**src/rtl/edc_pkg.sv**
```systemverilog
package edc_pkg;

  typedef enum logic [1:0] {
    TX_PASS = 2'd0,
    TX_CK_A = 2'd1,
    TX_CK_B = 2'd2
  } tx_phase_t;

  typedef struct packed {
    logic en;
    logic crc;
  } chk_cfg_t;

endpackage

```
**src/rtl/edc_accum.sv**
```systemverilog
module edc_accum #(
  parameter int            DW   = 8,
  parameter int            CW   = 16,
  parameter logic [CW-1:0] POLY = 16'h1021,
  parameter logic [CW-1:0] SEED = 16'hFFFF
) (
  input  logic          clk,
  input  logic          rst_n,
  input  logic          clr,
  input  logic          upd,
  input  logic [DW-1:0] din,
  output logic [DW-1:0] lrc,
  output logic [CW-1:0] crc
);

  logic [DW-1:0] lrc_q;
  logic [CW-1:0] crc_q;
  logic [CW-1:0] crc_nx;

  // Shift the byte into the CRC one bit at a time, MSB first.
  always_comb begin
    logic fb;
    crc_nx = crc_q;
    for (int b = DW - 1; b >= 0; b--) begin
      fb     = crc_nx[CW-1] ^ din[b];
      crc_nx = {crc_nx[CW-2:0], 1'b0} ^ (fb ? POLY : '0);
    end
  end

  always_ff @(posedge clk or negedge rst_n) begin
    if (!rst_n) begin
      lrc_q <= '0;
      crc_q <= SEED;
    end else if (clr) begin
      lrc_q <= '0;
      crc_q <= SEED;
    end else if (upd) begin
      lrc_q <= lrc_q ^ din;
      crc_q <= crc_nx;
    end
  end

  assign lrc = lrc_q;
  assign crc = crc_q;

endmodule

```
**src/rtl/edc_tx.sv**
```systemverilog
module edc_tx
  import edc_pkg::*;
#(
  parameter int DW = 8,
  parameter int CW = 16
) (
  input  logic          clk,
  input  logic          rst_n,
  input  logic          cfg_en,
  input  logic          cfg_crc,
  input  logic          s_valid,
  output logic          s_ready,
  input  logic [DW-1:0] s_data,
  input  logic          s_last,
  output logic          m_valid,
  input  logic          m_ready,
  output logic [DW-1:0] m_data,
  output logic          m_last
);

  tx_phase_t     ph_q;
  logic          busy_q;
  chk_cfg_t      cfg_q;
  chk_cfg_t      cfg_live;
  chk_cfg_t      cfg_e;
  logic [DW-1:0] lrc;
  logic [CW-1:0] crc;
  logic          s_fire;
  logic          m_fire;
  logic          acc_upd;
  logic          acc_clr;

  assign cfg_live.en  = cfg_en;
  assign cfg_live.crc = cfg_crc;
  // Configuration is frozen from the first byte of a block onward.
  assign cfg_e        = busy_q ? cfg_q : cfg_live;

  always_comb begin
    s_ready = 1'b0;
    m_valid = 1'b0;
    m_data  = s_data;
    m_last  = 1'b0;
    case (ph_q)
      TX_PASS: begin
        s_ready = m_ready;
        m_valid = s_valid;
        m_data  = s_data;
        m_last  = s_last && !cfg_e.en;
      end
      TX_CK_A: begin
        m_valid = 1'b1;
        m_data  = cfg_q.crc ? crc[CW-1:CW-DW] : lrc;
        m_last  = !cfg_q.crc;
      end
      TX_CK_B: begin
        m_valid = 1'b1;
        m_data  = crc[DW-1:0];
        m_last  = 1'b1;
      end
      default: ;
    endcase
  end

  assign s_fire  = s_valid && s_ready;
  assign m_fire  = m_valid && m_ready;
  assign acc_upd = (ph_q == TX_PASS) && s_fire && cfg_e.en;
  assign acc_clr = m_fire && (((ph_q == TX_CK_A) && !cfg_q.crc) || (ph_q == TX_CK_B));

  always_ff @(posedge clk or negedge rst_n) begin
    if (!rst_n) begin
      ph_q   <= TX_PASS;
      busy_q <= 1'b0;
      cfg_q  <= '0;
    end else begin
      case (ph_q)
        TX_PASS: begin
          if (s_fire) begin
            if (!busy_q) cfg_q <= cfg_live;
            if (s_last) begin
              busy_q <= cfg_e.en;
              if (cfg_e.en) ph_q <= TX_CK_A;
            end else begin
              busy_q <= 1'b1;
            end
          end
        end
        TX_CK_A: begin
          if (m_fire) begin
            if (cfg_q.crc) begin
              ph_q <= TX_CK_B;
            end else begin
              ph_q   <= TX_PASS;
              busy_q <= 1'b0;
            end
          end
        end
        TX_CK_B: begin
          if (m_fire) begin
            ph_q   <= TX_PASS;
            busy_q <= 1'b0;
          end
        end
        default: ph_q <= TX_PASS;
      endcase
    end
  end

  edc_accum #(.DW(DW), .CW(CW)) u_acc (
    .clk  (clk),
    .rst_n(rst_n),
    .clr  (acc_clr),
    .upd  (acc_upd),
    .din  (s_data),
    .lrc  (lrc),
    .crc  (crc)
  );

endmodule

```
**src/rtl/edc_rx.sv**
```systemverilog
module edc_rx
  import edc_pkg::*;
#(
  parameter int DW    = 8,
  parameter int CW    = 16,
  parameter int LEN_W = 9
) (
  input  logic             clk,
  input  logic             rst_n,
  input  logic             cfg_en,
  input  logic             cfg_crc,
  input  logic [LEN_W-1:0] rx_len,
  input  logic             s_valid,
  output logic             s_ready,
  input  logic [DW-1:0]    s_data,
  output logic             m_valid,
  input  logic             m_ready,
  output logic [DW-1:0]    m_data,
  output logic             m_last,
  output logic             done,
  output logic             ok
);

  logic [LEN_W-1:0] cnt_q;
  logic [LEN_W-1:0] len_q;
  logic [LEN_W-1:0] len_e;
  logic [LEN_W:0]   cnt_inc;
  logic             busy_q;
  logic             ck_q;
  logic             mis_q;
  logic             done_q;
  logic             ok_q;
  chk_cfg_t         cfg_q;
  chk_cfg_t         cfg_live;
  chk_cfg_t         cfg_e;
  logic             data_ph;
  logic             byp_end;
  logic             s_fire;
  logic [DW-1:0]    exp_byte;
  logic             byte_bad;
  logic             last_ck;
  logic             acc_upd;
  logic             acc_clr;
  logic [DW-1:0]    lrc;
  logic [CW-1:0]    crc;

  assign cfg_live.en  = cfg_en;
  assign cfg_live.crc = cfg_crc;
  assign cfg_e        = busy_q ? cfg_q : cfg_live;
  assign len_e        = busy_q ? len_q : rx_len;
  assign cnt_inc      = {1'b0, cnt_q} + 1'b1;

  // Data phase until rx_len bytes have gone by; always data in bypass.
  assign data_ph = !cfg_e.en || (cnt_q != len_e);
  assign byp_end = cnt_inc >= {1'b0, len_e};

  assign m_valid = data_ph && s_valid;
  assign s_ready = data_ph ? m_ready : 1'b1;
  assign m_data  = s_data;
  assign m_last  = cfg_e.en ? (cnt_inc == {1'b0, len_e}) : byp_end;

  assign exp_byte = ck_q ? crc[DW-1:0] : (cfg_e.crc ? crc[CW-1:CW-DW] : lrc);
  assign byte_bad = s_data != exp_byte;
  assign last_ck  = !cfg_e.crc || ck_q;
  assign s_fire   = s_valid && s_ready;
  assign acc_upd  = s_fire && data_ph && cfg_e.en;
  assign acc_clr  = s_fire && !data_ph && last_ck;

  always_ff @(posedge clk or negedge rst_n) begin
    if (!rst_n) begin
      cnt_q  <= '0;
      len_q  <= '0;
      busy_q <= 1'b0;
      ck_q   <= 1'b0;
      mis_q  <= 1'b0;
      done_q <= 1'b0;
      ok_q   <= 1'b0;
      cfg_q  <= '0;
    end else begin
      done_q <= 1'b0;
      if (s_fire) begin
        if (!busy_q) begin
          cfg_q <= cfg_live;
          len_q <= rx_len;
        end
        if (data_ph) begin
          if (!cfg_e.en && byp_end) begin
            cnt_q  <= '0;
            busy_q <= 1'b0;
          end else begin
            cnt_q  <= cnt_q + 1'b1;
            busy_q <= 1'b1;
          end
        end else if (last_ck) begin
          cnt_q  <= '0;
          ck_q   <= 1'b0;
          mis_q  <= 1'b0;
          busy_q <= 1'b0;
          done_q <= 1'b1;
          ok_q   <= !(mis_q || byte_bad);
        end else begin
          ck_q   <= 1'b1;
          mis_q  <= byte_bad;
          busy_q <= 1'b1;
        end
      end
    end
  end

  assign done = done_q;
  assign ok   = ok_q;

  edc_accum #(.DW(DW), .CW(CW)) u_acc (
    .clk  (clk),
    .rst_n(rst_n),
    .clr  (acc_clr),
    .upd  (acc_upd),
    .din  (s_data),
    .lrc  (lrc),
    .crc  (crc)
  );

endmodule

```
**src/rtl/edc_unit.sv**
```systemverilog
module edc_unit #(
  parameter int LEN_W = 9
) (
  input  logic             clk,
  input  logic             rst_n,
  input  logic             cfg_en,
  input  logic             cfg_crc,
  input  logic [LEN_W-1:0] rx_len,
  input  logic             tx_s_valid,
  output logic             tx_s_ready,
  input  logic [7:0]       tx_s_data,
  input  logic             tx_s_last,
  output logic             tx_m_valid,
  input  logic             tx_m_ready,
  output logic [7:0]       tx_m_data,
  output logic             tx_m_last,
  input  logic             rx_s_valid,
  output logic             rx_s_ready,
  input  logic [7:0]       rx_s_data,
  output logic             rx_m_valid,
  input  logic             rx_m_ready,
  output logic [7:0]       rx_m_data,
  output logic             rx_m_last,
  output logic             rx_done,
  output logic             rx_ok
);

  localparam int DW = 8;
  localparam int CW = 2 * DW;

  edc_tx #(.DW(DW), .CW(CW)) u_tx (
    .clk    (clk),
    .rst_n  (rst_n),
    .cfg_en (cfg_en),
    .cfg_crc(cfg_crc),
    .s_valid(tx_s_valid),
    .s_ready(tx_s_ready),
    .s_data (tx_s_data),
    .s_last (tx_s_last),
    .m_valid(tx_m_valid),
    .m_ready(tx_m_ready),
    .m_data (tx_m_data),
    .m_last (tx_m_last)
  );

  edc_rx #(.DW(DW), .CW(CW), .LEN_W(LEN_W)) u_rx (
    .clk    (clk),
    .rst_n  (rst_n),
    .cfg_en (cfg_en),
    .cfg_crc(cfg_crc),
    .rx_len (rx_len),
    .s_valid(rx_s_valid),
    .s_ready(rx_s_ready),
    .s_data (rx_s_data),
    .m_valid(rx_m_valid),
    .m_ready(rx_m_ready),
    .m_data (rx_m_data),
    .m_last (rx_m_last),
    .done   (rx_done),
    .ok     (rx_ok)
  );

endmodule

```
**config.mk**
```make
export PLATFORM = sky130hd
export DESIGN_NAME = edc_unit
export DESIGN_NICKNAME = d
export VERILOG_FILES = /design/src/rtl/edc_pkg.sv /design/src/rtl/edc_accum.sv /design/src/rtl/edc_tx.sv /design/src/rtl/edc_rx.sv /design/src/rtl/edc_unit.sv
export SDC_FILE = /design/constraint.sdc
export NUM_CORES = 1
export LEC_CHECK = 0
export ABC_AREA = 1
export ABC_CLOCK_PERIOD_IN_PS = 2390
export BUFFER_PORTS_ARGS = -buffer_cell sky130_fd_sc_hd__buf_2
export CORE_MARGIN = 2
export CORE_UTILIZATION = 50
export CTS_BUF_LIST = sky130_fd_sc_hd__clkbuf_4 sky130_fd_sc_hd__clkbuf_8
export DETAILED_ROUTE_END_ITERATION = 7
export GPL_ROUTABILITY_DRIVEN = 0
export PLACE_DENSITY = 0.72
export SYNTH_ARGS = -nofsm -noshare
export SYNTH_HDL_FRONTEND = slang
export SYNTH_SLANG_ARGS = --single-unit
export TNS_END_PERCENT = 30
```
**constraint.sdc**
```tcl
create_clock -name clk -period 2.39 [get_ports clk]
set_input_delay 0.239 -clock clk [delete_from_list [all_inputs] [get_ports clk]]
set_output_delay 0.239 -clock clk [all_outputs]
set_load 0.01 [all_outputs]
```
==> run summary, run 1 <==
* run status: complete, but fails checks
* violated checks: setup timing
* maximum number of pins on one net before global-route repair: 45
* busiest metal layer after global routing: met2
* sequential area share after synthesis: 0.374
* leakage power figure: 3.33 nW
* total CTS buffers: 9
* detailed-route DRC error count: 0
* WP data required: 2150 ps
* initial cell density of the core: 0.516
* total overflow reported by the global router: 0
* met2 usage: 0.392
* proportion of netlist area held by the largest area contributor: 0.216
* post-synth net total: 781
* chip height: 107 um
* sort of element at the start of the critical path: flip-flop
* share of cells above drive strength 1: 0.250
* TritonCTS clock tree: yes
* total negative slack: -3580 ps
* Syn Inst Count: 733
* smallest hold slack: 139 ps
* clock network latency to the later pin of the worst-skew pair: 360 ps
* wire length of the first global-routing pass: 22.4 mm
* CTS clock-pin slew for the worst setup and hold paths: 80 ps
* Worst Skew: 9.71 ps
* layout overhead on the synthesized area: 21.9%
* final count of negative-setup-slack endpoints: 12
* unrepaired setup endpoints after global routing: true
* total count of max-transition violations in the final report: 0
* endpoint arrival time on the critical path: 2600 ps
* max-cap check violation count: 0
* power per standard cell area: 1190 nW/um2
* I/O pin count: 58
* quantity of I/O buffers inserted on ports: 57
* DRT antenna net count: 0
* worst vdd rail ir drop: 0.000639 V
* detailed-route wire length per cell: 14.8 um
* CP endpoint kind: output port
* Detailed Routing Iterations Pass 1: 5
* headroom to the max-slew limit: 0.603
* total standard cell area after synthesis: 5330 um2
* final worst slack: -452 ps
* core region area: 10300 um2
* average vias per placed instance: 5.40
* share of the core filled with cells: 0.629
* Initial DRC Count: 440
* std cell rows: 37
* count of fill cells added during filler insertion: 848
* global routing met1 resource utilization: 0.330
* post-route minimum period: 2840 ps
* critical setup path kind: reg2out
* die outline area: 11500 um2
* number of register bits inferred by synthesis: 78
* buffer cell driving the clock tree root: sky130_fd_sc_hd__clkbuf_8
* Hold Vio Cnt, Final: 0
* average size of a mapped cell: 7.27 um2
* PnR Total Power: 7.74 mW
* routed wire length: 14.2 mm
* antenna violations before repair: 0
* Inserted Diodes: 0
* unique cell type count in the Yosys netlist: 35
* via count of the first global-routing pass: 4831
* Worst Path Max Fanout: 3
* DR vias: 5164
* cells taking the most area after synthesis: sky130_fd_sc_hd__dfrtp_1, sky130_fd_sc_hd__nand2_1, sky130_fd_sc_hd__dfstp_2, sky130_fd_sc_hd__xor2_1, sky130_fd_sc_hd__nand3_1
* buffers from clock root to sink, at most: 2
* Worst Max-Slew Pin Slew: 596 ps
* met3 track utilization from global routing: 0.0303
* fmax: 352 MHz
* Synthesis Warnings: 0
* number of clock sinks: 78
* Tot GR Track Use: 0.242
* layout net count: 864
* floorplan die width: 107 um
* # H-tree levels: 3
* cell type with the highest aggregate area in the netlist: sky130_fd_sc_hd__dfrtp_1
* estimated wirelength of the detail-placed design: 9.35 mm
* final clock period utilization by the worst path: 1.19
* worst hold path type: in2reg
## state kept, by name, indices dropped and copies added (netlist names)
register / flops
u_rx.done: 1
u_rx.u_acc.lrc: 8
u_rx.ck_q: 1
u_tx.u_acc.crc: 16
u_tx.busy_q: 1
u_rx.ok: 1
u_rx.u_acc.crc: 16
u_rx.cnt_q: 9
u_rx.len_q: 9
u_rx.busy_q: 1
u_tx.ph_q: 2
u_tx.u_acc.lrc: 8
u_rx.mis_q: 1
u_rx.cfg_q: 2
u_tx.cfg_q: 2
## timing repair
item / 4_1_cts / 5_1_grt
hold buffers: 1 / 0
setup buffers: 10 / 7
pin swaps: 8 / 15
endpoints found under the hold margin: 31 / 0
setup endpoints to repair: 39 / 35
gates resized for setup: 24 / 40
## worst paths after layout
kind | start | to | slack (ps) | cells after the start
min in group asynchronous | rst_n | u_rx.len_q[8] | 420 | 2
max | u_rx.cnt_q[1] | rx_m_last | -450 | 14
min | cfg_crc | u_tx.cfg_q[0] | 140 | 3
min reg2reg | u_tx.u_acc.lrc[1] | u_tx.u_acc.lrc[1] | 460 | 1
max reg2reg | u_rx.cnt_q[1] | u_rx.cnt_q[2] | -360 | 20
max in group asynchronous | rst_n | u_rx.u_acc.crc[9] | 1290 | 3
## layout by cell type, fill, tap and decap left out, drive strengths merged, types with 3 or more instances in the layout
cell type,instances
a21oi,30
a31oi,5
a32oi,8
buf,99
bufinv,3
clkbuf,9
clkinv,7
dfrtp,46
dfstp,32
ha,14
inv,81
nand2,237
nand3,62
nand3b,10
nand4,6
nor2,52
o21a,4
o21ai,46
or2,3
xnor2,22
xor2,38
## routing by layer
| metal | routed length [um] | part of all wire |
|---|---|---|
| met2 | 6700 | 0.47 |
| met1 | 6190 | 0.44 |
| met3 | 851 | 0.060 |
| met5 | 0 | 0 |
| met4 | 465 | 0.033 |
## cell usage after synthesis
library cell / number
sky130_fd_sc_hd__nand2_2: 5
sky130_fd_sc_hd__a21oi_1: 30
sky130_fd_sc_hd__xnor2_1: 22
sky130_fd_sc_hd__clkinv_1: 5
sky130_fd_sc_hd__nand3_1: 61
sky130_fd_sc_hd__nand2_4: 1
sky130_fd_sc_hd__o21a_1: 4
sky130_fd_sc_hd__o21bai_1: 2
sky130_fd_sc_hd__nand2_1: 231
sky130_fd_sc_hd__a32oi_1: 8
sky130_fd_sc_hd__buf_6: 3
sky130_fd_sc_hd__nor3_1: 2
sky130_fd_sc_hd__o211ai_1: 1
sky130_fd_sc_hd__nand3_2: 1
sky130_fd_sc_hd__o21ai_1: 10
sky130_fd_sc_hd__a31oi_1: 5
sky130_fd_sc_hd__xor2_1: 38
sky130_fd_sc_hd__ha_1: 14
sky130_fd_sc_hd__nand3b_1: 10
sky130_fd_sc_hd__nand4_2: 2
sky130_fd_sc_hd__o21ai_2: 2
sky130_fd_sc_hd__inv_1: 74
sky130_fd_sc_hd__or2_1: 3
sky130_fd_sc_hd__o21ai_0: 34
sky130_fd_sc_hd__buf_2: 7
sky130_fd_sc_hd__nor2_1: 48
sky130_fd_sc_hd__nor2_2: 3
sky130_fd_sc_hd__nand4_4: 1
sky130_fd_sc_hd__nand4_1: 3
sky130_fd_sc_hd__inv_2: 6
sky130_fd_sc_hd__dfstp_2: 32
sky130_fd_sc_hd__dfrtp_1: 46
sky130_fd_sc_hd__clkbuf_1: 8
sky130_fd_sc_hd__nor2_4: 1
sky130_fd_sc_hd__buf_4: 10
## worst max-delay path, stage by stage, from the launching register on
cell	delay, ps
sky130_fd_sc_hd__dfrtp_1	440
sky130_fd_sc_hd__ha_4	190
sky130_fd_sc_hd__nand2_4	90
sky130_fd_sc_hd__buf_4	110
sky130_fd_sc_hd__o21ai_1	50
sky130_fd_sc_hd__o21ai_1	110
sky130_fd_sc_hd__inv_1	80
sky130_fd_sc_hd__ha_1	300
sky130_fd_sc_hd__nand2_2	100
sky130_fd_sc_hd__nor3_4	210
sky130_fd_sc_hd__nand3_1	110
sky130_fd_sc_hd__nand3_1	100
sky130_fd_sc_hd__nand2_2	80
sky130_fd_sc_hd__o21ai_1	120
sky130_fd_sc_hd__buf_2	160
## area by class of cell
cell class | instances | area [um2] | area share
Clock inverter | 7 | 120 | 0.0185
Sequential cell | 78 | 1990 | 0.307
Clock buffer | 9 | 124 | 0.0191
Inverter | 85 | 324 | 0.0499
Tap cell | 136 | 170 | 0.0262
Multi-Input combinational cell | 542 | 3100 | 0.477
Timing Repair Buffer | 100 | 669 | 0.103
## where the power goes
group	internal, mW	switching, mW
Clock	0.697	0.529
Sequential	2.03	0.472
Combinational	1.68	2.33
## stage by stage
step	instance area, um2	cells	setup slack (ps)
floorplan	5330	733	102
CTS	6250	950	-367
detailed placement	5830	923	-244
finish	6500	957	-452
global placement	5830	923	-40.7
global route	6500	957	-586
## cells by family (layout without fill, tap and decap cells)
logic type / count (synthesis) / after routing / share of synthesized area
AOI/OAI and AO/OA: 96 / 96 / 0.102
adders and majority gates: 14 / 14 / 0.0329
xor gates and xnor gates: 60 / 60 / 0.0986
DFF: 78 / 78 / 0.374
and+or+nand+nor: 372 / 372 / 0.301
buffers and inverters: 113 / 201 / 0.0925
Power figures use the tool's default switching activity.
==> inputs of run 2 (changes only) <==
--- a/config.mk
+++ b/config.mk
@@ -13,6 +13,7 @@
 export CTS_BUF_LIST = sky130_fd_sc_hd__clkbuf_4 sky130_fd_sc_hd__clkbuf_8
 export DETAILED_ROUTE_END_ITERATION = 7
 export GPL_ROUTABILITY_DRIVEN = 0
+export GPL_TIMING_DRIVEN = 0
 export PLACE_DENSITY = 0.72
 export SYNTH_ARGS = -nofsm -noshare
 export SYNTH_HDL_FRONTEND = slang
==> constraint.sdc (replaced) <==
create_clock -name clk -period 2.39 [get_ports clk]
set_input_delay 0.1195 -clock clk [delete_from_list [all_inputs] [get_ports clk]]
set_output_delay 0.1195 -clock clk [all_outputs]
set_load 0.01 [all_outputs]
==> run summary, run 2 (synthesis results as in run 1) <==
* run status: complete, but fails checks
* violated checks: setup timing
* buffer cell driving the clock tree root: sky130_fd_sc_hd__clkbuf_8
* floorplan die width: 107 um, unchanged
* DRT antenna net count: 0, unchanged
* antenna violations before repair: 0, unchanged
* fraction of power spent switching nets: 0.437, +0.00571
* Post-Route M1 WL: 6.29 mm, +1.5%
* Initial DRC Count: 385, -13%
* worst vdd rail ir drop: 0.000572 V, -10%
* core region area: 10300 um2, unchanged
* share of the core filled with cells: 0.631, +0.00182
* layout net count: 878, +1.6%
* WP data required: 2270 ps, +120 ps
* layout overhead on the synthesized area: 22.2%
* fmax: 374 MHz, +6.3%
* leakage power figure: 3.36 nW, +0.99%
* routed wire length: 14.3 mm, +0.46%
* flop-to-flop setup slack: -150 ps, +210 ps
* final clock period utilization by the worst path: 1.12, -0.0707
* origin of the critical flop-to-flop path: u_rx.cnt_q[0]
* Multi-input gate area: 3070 um2, -1.1%
* total overflow reported by the global router: 0, unchanged
* power per standard cell area: 1170 nW/um2, -1.5%
* terminus of the critical flop-to-flop path: u_rx.busy_q
* beginning of the worst hold path: tx_s_data[7]
* detailed-route wire length per cell: 14.7 um, -0.98%
* estimated wirelength of the detail-placed design: 9.68 mm, +3.5%
* clock network power share: 0.149, -0.009
* Worst Skew: 15.2 ps, +5.48 ps
* TritonCTS clock tree: yes
* Worst Path Max Fanout: 4, +1
* via count of the first global-routing pass: 4852, +0.43%
* worst hold path stage count: 3, unchanged
* share of cells above drive strength 1: 0.253, +0.00300
* CP endpoint kind: output port
* Tot GR Track Use: 0.247, +0.00427
* final design instance area without fill: 6520 um2, +0.29%
* post-route minimum period: 2670 ps, -169 ps
* worst hold path endpoint: u_tx.u_acc.lrc[7]
* leading cell type in the layout, fill and taps excluded: sky130_fd_sc_hd__nand2_1
* worst hold path type: in2reg
* critical setup path kind: reg2out
* Hold Vio Cnt, Final: 0, unchanged
* I/O pin count: 58, unchanged
* number of clock sinks: 78, unchanged
* detailed-route DRC error count: 0, unchanged
* final worst slack: -283 ps, +169 ps
* die outline area: 11500 um2, unchanged
* part of the total power dissipated in sequential elements: 0.329, +0.006
* Detailed Routing Iterations Pass 1: 5, unchanged
* headroom to the max-slew limit: 0.619, +0.0161
* routed wire length on met3: 826 um, -2.9%
* initial cell density of the core: 0.516, unchanged
* placed cell areas: 5810 um2, -0.28%
* sort of element at the start of the critical path: flip-flop
* maximum number of pins on one net before global-route repair: 62, +38%
* Worst Max-Slew Pin Slew: 572 ps, -24.2 ps
* endpoint arrival time on the critical path: 2550 ps, -50 ps
* buffers from clock root to sink, at most: 2, unchanged
* quantity of I/O buffers inserted on ports: 56, -1.8%
* R2R depth: 16, -20%
* total count of max-transition violations in the final report: 0, unchanged
* met2 WL: 6.83 mm, +2.0%
* highest metal layer with signal wires: met4
* count of fill cells added during filler insertion: 902, +6.4%
* Gate power share: 0.522, +0.003
* chip height: 107 um, unchanged
* # H-tree levels: 3, unchanged
* wire length of the first global-routing pass: 22.5 mm, +0.18%
* Internal Pwr Total: 4.31 mW, -2.2%
* total CTS buffers: 9, unchanged
* clock network latency to the later pin of the worst-skew pair: 370 ps, about the same
* CTS clock-pin slew for the worst setup and hold paths: 90 ps, about the same
* Inserted Diodes: 0, unchanged
* setup slack at placement: -286 ps, -42.4 ps
* std cell rows: 37, unchanged
* average vias per placed instance: 5.33, -1.3%
* most frequent cells in the layout: sky130_fd_sc_hd__nand2_1, sky130_fd_sc_hd__inv_1, sky130_fd_sc_hd__buf_2
* final count of negative-setup-slack endpoints: 11, -1
* max-cap check violation count: 0, unchanged
* unrepaired setup endpoints after global routing: true
* sw power: 3.34 mW, +0.11%
* area of all sequential standard cells: 2000 um2, +0.19%
* DR vias: 5171, +0.14%
==> run 2: power groups by stage <==
stage	clock network (mW)	logic, mW	registers, mW
2_1_floorplan	0	2.79	2.37
3_3_place_gp	0	3.52	2.47
3_5_place_dp	0	3.60	2.50
4_1_cts	1.16	3.77	2.47
5_1_grt	1.22	4.50	2.58
6_report	1.14	3.99	2.51
==> run 2: how the worst max path moves through the flow <==
| stage | depth (start not counted) | from | endpoint | slack (ps) |
|---|---|---|---|---|
| after CTS | 13 | u_rx.cnt_q[1] | rx_m_last | -230 |
| after floorplan | 16 | u_rx.cnt_q[0] | u_rx.busy_q | 110 |
| after global routing | 13 | u_rx.cnt_q[0] | rx_m_last | -430 |
| final | 13 | u_rx.cnt_q[0] | rx_m_last | -280 |
| after global placement | 16 | u_rx.cnt_q[1] | u_rx.busy_q | -230 |
| after detailed placement | 16 | u_rx.cnt_q[1] | u_rx.busy_q | -290 |
==> run 2: timing repair <==
action / in CTS / in global routing
hold buffers: 2 / 0
cloned: 0 / 1
buffers inserted: 14 / 14
endpoints found under the hold margin: 55 / 0
resized for setup: 19 / 51
endpoints found under the setup margin: 45 / 65
pin swaps: 10 / 22
==> run 2: through the flow <==
| step | TNS, ps | hold WS [ps] | total power, mW | cells |
|---|---|---|---|---|
| 5_1_grt | -3820 | 83.4 | 8.30 | 971 |
| 2_1_floorplan | 0 | -176 | 5.16 | 733 |
| 4_1_cts | -231 | 61.4 | 7.40 | 958 |
| 3_5_place_dp | -5380 | 15.4 | 6.10 | 926 |
| 3_3_place_gp | -3690 | 361 | 5.99 | 925 |
| 6_report | -1390 | 71.7 | 7.64 | 971 |
==> run 2: routing by layer <==
metal / vias up / global-route usage
li1: 2518 / -
met3: 33 / 0.0363
met4: 0 / 0.102
met5: - / 0
met2: 167 / 0.404
met1: 2453 / 0.327
==> run 2: layout make-up <==
class                      count  area share
tap                          136      0.0261
sequential                    78       0.306
buffer                        28      0.0288
multi-input combinational    542       0.470
inverter                      85      0.0491
clock inverter                 5      0.0127
timing repair buffer          86      0.0843
clock buffer                  11      0.0223
==> run 2: worst max-delay path, cell delays in order, from the launching register on <==
cell	delay [ps]
sky130_fd_sc_hd__dfrtp_2	450
sky130_fd_sc_hd__ha_4	180
sky130_fd_sc_hd__nand2_4	90
sky130_fd_sc_hd__o21ai_0	100
sky130_fd_sc_hd__o21ai_1	150
sky130_fd_sc_hd__inv_1	70
sky130_fd_sc_hd__ha_1	300
sky130_fd_sc_hd__nand2_2	80
sky130_fd_sc_hd__nor3_4	210
sky130_fd_sc_hd__nand3_1	140
sky130_fd_sc_hd__nand3_2	110
sky130_fd_sc_hd__nand2_2	70
sky130_fd_sc_hd__o21ai_2	80
sky130_fd_sc_hd__buf_2	140
==> inputs of run 3 (changes only) <==
--- a/config.mk
+++ b/config.mk
@@ -17,5 +17,6 @@
 export PLACE_DENSITY = 0.72
 export SYNTH_ARGS = -nofsm -noshare
 export SYNTH_HDL_FRONTEND = slang
+export SYNTH_HIERARCHICAL = 1
 export SYNTH_SLANG_ARGS = --single-unit
 export TNS_END_PERCENT = 30
==> run summary, run 3 <==
* DRT antenna net count: 0, unchanged
* xor and xnor fraction of the mapped netlist area: 0.0164, -0.0822
* power per standard cell area: 1050 nW/um2, -11%
* estimated wirelength of the detail-placed design: 10.6 mm, +9.7%
* number of clock sinks: 78, unchanged
* fmax: 368 MHz, -1.7%
* layout net count: 1011, +15%
* leakage power figure: 3.77 nW, +12%
* std cell rows: 39, +5.4%
* unrepaired setup endpoints after global routing: true
* post-synthesis share of cell area spent on and, or, nand and nor gates: 0.411, +0.111
* number of register bits inferred by synthesis: 78, unchanged
* count of flip-flops with a built-in enable after synthesis: 0, unchanged
* cells taking the most area after synthesis: sky130_fd_sc_hd__dfrtp_1, sky130_fd_sc_hd__nand2_1, sky130_fd_sc_hd__dfstp_2, sky130_fd_sc_hd__nand3_1, sky130_fd_sc_hd__inv_1
* violated checks: setup timing
* CP endpoint kind: output port
* cell type with the highest aggregate area in the netlist: sky130_fd_sc_hd__dfrtp_1
* total standard cell area after synthesis: 5880 um2, +10%
* average size of a mapped cell: 6.76 um2, -7.0%
* endpoint arrival time on the critical path: 2600 ps, +50 ps
* post-route minimum period: 2720 ps, +45.3 ps
* post-synth net total: 919, +18%
* final clock period utilization by the worst path: 1.14, +0.0190
* largest stage delay on the critical path: 380 ps, -70 ps
* core region area: 11500 um2, +11%
* Cells after DPL: 1071, +16%
* WP data required: 2270 ps, about the same
* PnR Total Power: 7.34 mW, -4.0%
* routed wire length: 15.2 mm, +6.2%
* wire length of the first global-routing pass: 25.5 mm, +13%
* total negative slack: -2490 ps, -1100 ps
* Worst Path Max Fanout: 3, -1
* run status: complete, but fails checks
* complex-gate fraction of the synthesized area: 0.0840, -0.0176
* floorplan die width: 112 um, +4.8%
* Synthesis Warnings: 6, +6
* max-cap check violation count: 0, unchanged
* Hold Vio Cnt, Final: 0, unchanged
* sequential area share after synthesis: 0.339, -0.0350
* most common cell in the synthesized netlist: sky130_fd_sc_hd__nand2_1
* detailed-route wire length per cell: 13.7 um, -7.1%
* Initial DRC Count: 394, +2.3%
* average vias per placed instance: 5.22, -2.0%
* DR vias: 5793, +12%
* commonest register cell after synthesis: sky130_fd_sc_hd__dfrtp_1
* detailed-route DRC error count: 0, unchanged
* I/O pin count: 58, unchanged
* critical setup path kind: reg2out
* leading cell type in the layout, fill and taps excluded: sky130_fd_sc_hd__nand2_1
* proportion of netlist area held by the largest area contributor: 0.196, -0.0202
* most frequent cells in the layout: sky130_fd_sc_hd__nand2_1, sky130_fd_sc_hd__nand3_1, sky130_fd_sc_hd__inv_1
* placed cell areas: 6380 um2, +9.7%
* worst vdd rail ir drop: 0.000642 V, +12%
* TritonCTS clock tree: yes
* worst hold path type: in2reg
* post-route insts no fill: 1110, +14%
* CP max-delay cell: sky130_fd_sc_hd__dfrtp_1
* Worst Max-Slew Pin Slew: 508 ps, -63.8 ps
* CTS clock-pin slew for the worst setup and hold paths: 80 ps, about the same
* Detailed Routing Iterations Pass 1: 5, unchanged
* total CTS buffers: 9, unchanged
* # H-tree levels: 3, unchanged
* layout overhead on the synthesized area: 19.2%
* setup slack at placement: -421 ps, -135 ps
* most instantiated cells after synthesis: sky130_fd_sc_hd__nand2_1, sky130_fd_sc_hd__nand3_1, sky130_fd_sc_hd__inv_1
* buffers from clock root to sink, at most: 2, unchanged
* async set-reset flop share out of synthesis: 1.00, unchanged
* via count of the first global-routing pass: 5356, +10%
* main combinational cell family by area after synthesis: simple AND/OR/NAND/NOR gates
* share of synthesized area spent on multiplexers: 0, unchanged
* clock network latency to the later pin of the worst-skew pair: 370 ps, about the same
* sort of element at the start of the critical path: flip-flop
* cells along the critical path: nand2_1 -> nor2_2 -> buf_4 -> xor2_2 -> ha_1 -> a21oi_2 -> nand2_2 -> a21oi_2 -> nand3_2 -> nand2_2 -> buf_6 -> nand2_4 -> buf_6
* Syn Inst Count: 870, +19%
* headroom to the max-slew limit: 0.661, +0.0426
* buffer cell driving the clock tree root: sky130_fd_sc_hd__clkbuf_8
* adder-cell share of the synthesized area: 0.0319, -0.000948
* Tot GR Track Use: 0.247, about the same
* Inserted Diodes: 0, unchanged
* total overflow reported by the global router: 0, unchanged
* antenna violations before repair: 0, unchanged
* chip height: 112 um, +4.8%
* die outline area: 12600 um2, +9.9%
* quantity of I/O buffers inserted on ports: 57, +1.8%
* final design instance area without fill: 7010 um2, +7.6%
* share of the core filled with cells: 0.612, -0.0198
* maximum number of pins on one net before global-route repair: 55, -11%
* total count of max-transition violations in the final report: 0, unchanged
* unique cell type count in the Yosys netlist: 38, +8.6%
* share of cells above drive strength 1: 0.289, +0.0358
* Worst Skew: 7.41 ps, -7.78 ps
* smallest hold slack: 54.4 ps, -17.3 ps
* final count of negative-setup-slack endpoints: 11, unchanged
* final worst slack: -328 ps, -45.3 ps
* initial cell density of the core: 0.513, -0.00349
-- run 3: timing repair --
item | 4_1_cts | 5_1_grt
pin swaps | 11 | 14
buffers inserted | 19 | 3
gates resized for setup | 36 | 32
cloned | 1 | 0
setup endpoints to repair | 37 | 39
endpoints found under the hold margin | 24 | 0
hold buffers | 1 | 0
-- run 3: kinds of logic after synthesis --
kind of cell,Yosys count
buf+inv,153
compound gates,83
simple gates,530
flops,78
fa+ha+maj,15
xor+xnor,11
-- run 3: final timing paths --
kind	slack [ps]	cells after the start	startpoint	to
worst max-delay path	-330	13	u_rx/cnt_q[4]	rx_m_last
worst min-delay path	50	3	cfg_crc	u_tx/cfg_q[0]
worst max register to register	-240	14	u_rx/cnt_q[4]	u_rx/busy_q
worst min register to register	470	2	u_tx/cfg_q[1]	u_tx/cfg_q[1]
max in group asynchronous	1530	3	rst_n	u_rx/u_acc/crc[14]
min in group asynchronous	210	2	rst_n	u_tx/busy_q
-- run 3: layer usage --
metal  GRT usage  part of all wire  up-vias
li1            -                 -     2943
met5           0                 0        -
met1       0.347              0.47     2670
met4      0.0902             0.018        0
met3      0.0313             0.056       21
met2       0.392              0.46      159
-- run 3: critical path, delay by kind of cell, from the launching register on --
kind	cells	cell delay (ps)
AND/OR/NAND/NOR	6	610
flip-flops	1	380
AO/OA/AOI/OAI	2	380
buffers and inverters	3	370
adder cells (fa/ha/maj)	1	300
XOR/XNOR	1	190
-- run 3: cell type report --
type | count | area [um2]
clock inverter | 1 | 5.00
inverter | 123 | 469
timing repair buffer | 82 | 537
sequential | 78 | 2000
buffer | 29 | 264
fill | 1038 | 4450
clock buffer | 15 | 175
tap | 143 | 179
multi-input combinational | 639 | 3390
-- run 3: power by group --
part / leakage (nW) / total, mW / switching [mW] / internal [mW]
combinational: 2.77 / 3.87 / 2.32 / 1.55
clock: 0.0988 / 0.952 / 0.488 / 0.464
sequential: 0.909 / 2.52 / 0.504 / 2.02
